$ cat config.mk
export PLATFORM = sky130hd
export DESIGN_NAME = pcm_space_switch
export DESIGN_NICKNAME = d
export VERILOG_FILES = /design/src/rtl/pcm_sw_pkg.sv /design/src/rtl/pcm_slot_ctr.sv /design/src/rtl/pcm_conn_mem.sv /design/src/rtl/pcm_xpoint_col.sv /design/src/rtl/pcm_space_switch.sv
export SDC_FILE = /design/constraint.sdc
export NUM_CORES = 1
export LEC_CHECK = 0
export ABC_AREA = 1
export BUFFER_PORTS_ARGS = -buffer_cell sky130_fd_sc_hd__buf_2
export CORE_UTILIZATION = 45
export CTS_CLUSTER_SIZE = 8
export DETAILED_ROUTE_END_ITERATION = 8
export PLACE_DENSITY = 0.63
export SLEW_MARGIN = 30
export SYNTH_ARGS = -nofsm -noshare
export SYNTH_HDL_FRONTEND = slang
export SYNTH_SLANG_ARGS = --single-unit
export TNS_END_PERCENT = 30
$ cat constraint.sdc
create_clock -name clk -period 2.8 [get_ports clk]
set_clock_uncertainty 0.2 [all_clocks]
set_input_delay 0.56 -clock clk [delete_from_list [all_inputs] [get_ports clk]]
set_output_delay 0.56 -clock clk [all_outputs]
set_load 0.02 [all_outputs]
$ cat src/rtl/pcm_sw_pkg.sv
package pcm_sw_pkg;

    localparam int SAMPLE_W = 8;

    typedef logic [SAMPLE_W-1:0] sample_t;

    // index width for a count, never below one bit
    function automatic int idx_w(input int count);
        return (count > 1) ? $clog2(count) : 1;
    endfunction

endpackage

$ cat src/rtl/pcm_slot_ctr.sv
module pcm_slot_ctr #(
    parameter int N_SLOT = 8,
    localparam int SLOT_W = pcm_sw_pkg::idx_w(N_SLOT)
) (
    input  logic              clk,
    input  logic              rst,
    input  logic              frame_sync,
    output logic [SLOT_W-1:0] cur_slot
);
    localparam logic [SLOT_W-1:0] LAST = SLOT_W'(N_SLOT - 1);

    logic [SLOT_W-1:0] slot_q;
    logic [SLOT_W-1:0] slot_nxt;

    always_comb begin
        cur_slot = frame_sync ? '0 : slot_q;
        slot_nxt = (cur_slot == LAST) ? '0 : cur_slot + 1'b1;
    end

    always_ff @(posedge clk) begin
        if (rst) slot_q <= '0;
        else     slot_q <= slot_nxt;
    end

    AST_SYNC_RESTART: assert property (@(posedge clk) disable iff (rst)
        frame_sync |=> (slot_q == SLOT_W'(1 % N_SLOT)));
    AST_SLOT_WRAP: assert property (@(posedge clk) disable iff (rst)
        (!frame_sync && slot_q == LAST) |=> (slot_q == '0));
endmodule

$ cat src/rtl/pcm_conn_mem.sv
module pcm_conn_mem #(
    parameter int N_IN   = 5,
    parameter int N_SLOT = 8,
    localparam int SRC_W  = pcm_sw_pkg::idx_w(N_IN),
    localparam int SLOT_W = pcm_sw_pkg::idx_w(N_SLOT)
) (
    input  logic              clk,
    input  logic              rst,
    input  logic              wr_en,
    input  logic [SLOT_W-1:0] wr_slot,
    input  logic [SRC_W-1:0]  wr_src,
    input  logic              wr_valid,
    input  logic [SLOT_W-1:0] rd_slot,
    output logic [N_IN-1:0]   xp_en
);
    typedef struct packed {
        logic             vld;
        logic [SRC_W-1:0] src;
    } entry_t;

    entry_t mem_q [N_SLOT];
    entry_t rd_ent;

    always_ff @(posedge clk) begin
        if (rst) begin
            for (int s = 0; s < N_SLOT; s++) mem_q[s] <= '0;
        end else if (wr_en && (int'(wr_slot) < N_SLOT)) begin
            mem_q[wr_slot] <= '{vld: wr_valid, src: wr_src};
        end
    end

    // read port follows the slot counter; a same-cycle write lands after this read
    assign rd_ent = mem_q[rd_slot];

    // decoder: one enable line per crosspoint, none for empty or out-of-range entries
    for (genvar i = 0; i < N_IN; i++) begin : g_dec
        assign xp_en[i] = rd_ent.vld && (rd_ent.src == SRC_W'(i));
    end

    AST_XP_ONEHOT: assert property (@(posedge clk) disable iff (rst)
        $onehot0(xp_en));
endmodule

$ cat src/rtl/pcm_xpoint_col.sv
module pcm_xpoint_col #(
    parameter int N_IN = 5
) (
    input  logic                                  clk,
    input  logic                                  rst,
    input  logic [N_IN*pcm_sw_pkg::SAMPLE_W-1:0]  hw_in,
    input  logic [N_IN-1:0]                       xp_en,
    output pcm_sw_pkg::sample_t                   col_out
);
    import pcm_sw_pkg::*;

    sample_t gated [N_IN];
    sample_t merged;

    // crosspoints: each one ANDs a highway sample with its enable
    for (genvar i = 0; i < N_IN; i++) begin : g_xp
        assign gated[i] = hw_in[i*SAMPLE_W +: SAMPLE_W] & {SAMPLE_W{xp_en[i]}};
    end

    always_comb begin
        merged = '0;
        for (int i = 0; i < N_IN; i++) merged = merged | gated[i];
    end

    always_ff @(posedge clk) begin
        if (rst) col_out <= '0;
        else     col_out <= merged;
    end

    AST_IDLE_ZERO: assert property (@(posedge clk) disable iff (rst)
        (xp_en == '0) |=> (col_out == '0));
endmodule

$ cat src/rtl/pcm_space_switch.sv
module pcm_space_switch #(
    parameter int N_IN   = 5,
    parameter int N_OUT  = 3,
    parameter int N_SLOT = 8,
    localparam int SW     = pcm_sw_pkg::SAMPLE_W,
    localparam int SRC_W  = pcm_sw_pkg::idx_w(N_IN),
    localparam int COL_W  = pcm_sw_pkg::idx_w(N_OUT),
    localparam int SLOT_W = pcm_sw_pkg::idx_w(N_SLOT)
) (
    input  logic                  clk,
    input  logic                  rst,
    input  logic                  frame_sync,
    input  logic [N_IN*SW-1:0]    hw_in,
    output logic [N_OUT*SW-1:0]   hw_out,
    input  logic                  wr_en,
    input  logic [COL_W-1:0]      wr_col,
    input  logic [SLOT_W-1:0]     wr_slot,
    input  logic [SRC_W-1:0]      wr_src,
    input  logic                  wr_valid
);
    logic [SLOT_W-1:0] cur_slot;

    pcm_slot_ctr #(.N_SLOT(N_SLOT)) u_slot (
        .clk        (clk),
        .rst        (rst),
        .frame_sync (frame_sync),
        .cur_slot   (cur_slot)
    );

    for (genvar j = 0; j < N_OUT; j++) begin : g_col
        logic [N_IN-1:0] xp_en;
        logic            col_wr;

        assign col_wr = wr_en && (wr_col == COL_W'(j));

        pcm_conn_mem #(.N_IN(N_IN), .N_SLOT(N_SLOT)) u_mem (
            .clk      (clk),
            .rst      (rst),
            .wr_en    (col_wr),
            .wr_slot  (wr_slot),
            .wr_src   (wr_src),
            .wr_valid (wr_valid),
            .rd_slot  (cur_slot),
            .xp_en    (xp_en)
        );

        pcm_xpoint_col #(.N_IN(N_IN)) u_xp (
            .clk     (clk),
            .rst     (rst),
            .hw_in   (hw_in),
            .xp_en   (xp_en),
            .col_out (hw_out[j*SW +: SW])
        );
    end

    AST_RESET_OUT: assert property (@(posedge clk) disable iff (rst)
        $past(rst) |-> (hw_out == '0));
endmodule

==> impl_metrics.tcl <==
set metrics [dict create \
    slew_violations 0 \
    powerDensity_nw_per_um2 653 \
    drtIter0Drc 632 \
    insertion_delay_ns 0.42 \
    clk_pin_slew_worst_paths_ns 0.06 \
    synthCells 857 \
    first_pass_iters 5 \
    post-route-period-util_pct 82.6 \
    numCtsBuffers 17 \
    crit_slowest_cell "dfxtp_1" \
    grt_max_degree 47 \
    crit_path_frequent_cell "nand3_1" \
    area_growth_pct 18.4 \
    start_kind "flip-flop" \
    wl_per_cell_um 15.9 \
    nNetsFinal 994 \
    clk_path_buf_depth 2 \
    max_cap_violations 0 \
    drc 0 \
    hold_path_class "in2reg" \
    yosysSeqAreaShare_pct 51.4 \
    finalCriticalPeriod_ns 2.31 \
    routed_via_density 5.26 \
    antenna_found_initial 0 \
    postCtsSetupRepairBufs 0 \
    setup_tns_ns 0 \
    rows 44 \
    register_area_um2 3420 \
    grt_pass1_wl_um 28100 \
    antenna_left 0 \
    fill_cells 1419 \
    hold_buffers 0 \
    fp.dieW_um 124 \
    synth_area_leader_cell "edfxtp_1" \
    fin_cells 1136 \
    diodes 0 \
    placed_area_um2 7240 \
    layout_setup_ws_ns 0.488 \
    crit_path_end_kind "flip-flop" \
    p_leak_nw 3.64 \
    hold_violations 0 \
    synthTopCellsByArea "edfxtp_1, nand2_1, nand3_1" \
    async_flop_share_pct 0 \
    worst-setup-path-type "reg2reg" \
    initial_core_util_pct 46.0 \
    synth_warnings 0 \
    slew-limit-headroom_pct 67.0 \
    io_pins 77 \
    cts-resized-gates 0 \
    critPathArrivalTime_ns 2.47 \
    ys_top_cells_by_count "nand2_1, nor2_1, nand3_1" \
    tightest_slew_ns 0.491 \
    synth_edf_count 96 \
    crit_family "simple AND/OR/NAND/NOR gates" \
    synth_top_flop_cell "edfxtp_1" \
    place_inst 1104 \
    multi_input_area_um2 2760 \
    path_cells "buf_12 > nand2_8 > nand2_1 > nand3_1 > nand3_1 > nand2_2 > nor2_2 > nand3_1 > nand3_1 > nor2_1 > nor2_1" \
    pre_cts_ws_ns 0.189 \
    gp_congestion 0.874 \
    post-route-cell-area_um2 7890 \
    root_buffer "clkbuf_16" \
    dieArea_um2 15300 \
    whs_ns 0.298 \
    syn_area_um2 6670 \
    routed_wl_um 18000 \
    outcome "complete, no violations" \
    portBuffers 76 \
    syn_avg_cell_area_um2 7.78 \
    grt_overflow 0 \
    total_power_mw 5.15 \
    finalSetupViolCount 0 \
    rsz0062_at_grt "no" \
    post-synth-top-count-cell "nand2_1" \
    vias 5978 \
    drive_above_1_share_pct 17.4 \
    grt_pass1_vias 5291 \
    cts_tree "yes" \
    post-route-util_pct 54.5 \
    die_y_um 124 \
    clock-sinks 123 \
    synth_fp_nets 912 \
    synthDistinctLibCells 23 \
    fmax_mhz 433 \
    htree_levels 4 \
    ys_ff_latch 123 \
    crit_fanout 46 \
    dp_hpwl_um 12300 \
    crit_required_ns 2.96 \
    core_area_um2 14500 \
    slowest_delay_ns 0.38 \
    irDropWorstVdd_mv 0.722 \
    netlist.area_leader.share_pct 43.2 \
    crit_buf_inv 1 \
    grt_usage_pct 24.9 \
]
## layer usage
metal / track usage (%) / vias to the layer above / wire [µm]
li1: - / 2935 / -
met1: 33.8 / 2758 / 8020
met2: 39.3 / 260 / 8480
met3: 5.77 / 25 / 1300
met4: 7.68 / 0 / 227
met5: 0 / - / 0
## placed cells by master (no fill, tap or decap), types with 3 or more instances in the layout
cell and n:
clkbuf_16 17, o21ai_1 5, nand2_2 10, o21ai_0 12
edfxtp_1 96, nor2_4 9, buf_4 18, nor2_2 7
dfxtp_1 27, inv_1 65, buf_2 76, inv_2 8
bufinv_16 5, nor3_1 8, nand2_1 232, clkinvlp_4 3
nor2_1 183, nand3_1 154
## worst reg2reg max path: cells and delay by family (launching register included)
kind                   cells  cell delay (ns)
AND/OR/NAND/NOR           10             1.41
flip-flops                 1             0.38
buffers and inverters      1             0.26
## kinds of logic (layout without fill, tap and decap cells)
family / count (synthesis) / count (layout) / synth area share, %
and+or+nand+nor: 608 / 608 / 39.7
DFF: 123 / 123 / 51.4
buffers and inverters: 107 / 202 / 7.32
AOI/OAI and AO/OA: 17 / 17 / 1.28
adders and majority gates: 2 / 2 / 0.375
## state kept, by name, indices dropped and copies added, names as in the netlist
| signal | count |
|---|---|
| g_col.u_xp.col_out | 24 |
| g_col.u_mem.mem_q | 96 |
| u_slot.slot_q | 3 |
## power breakdown
part	switching, mW	internal, mW
sequential	0.0316	2.07
clock	0.831	1.58
combinational	0.456	0.186
## worst paths after layout
path	from	endpoint	slack [ns]	cells past startpoint
setup / recovery	u_slot.slot_q[0]	g_col[0].u_xp.col_out[4]	0.49	11
hold / removal	hw_in[11]	g_col[2].u_xp.col_out[3]	0.30	5
setup reg to reg	u_slot.slot_q[0]	g_col[0].u_xp.col_out[4]	0.49	11
hold reg to reg	u_slot.slot_q[0]	u_slot.slot_q[0]	0.58	4
## layout make-up
class                      count  share of cell area [%]
sequential                   123                    43.4
multi-input combinational    627                    34.9
timing repair buffer          96                    7.04
clock buffer                  17                    5.39
inverter                      74                    3.55
tap                          184                    2.92
clock inverter                15                    2.79
No activity file was read; power rests on OpenSTA's default activity.
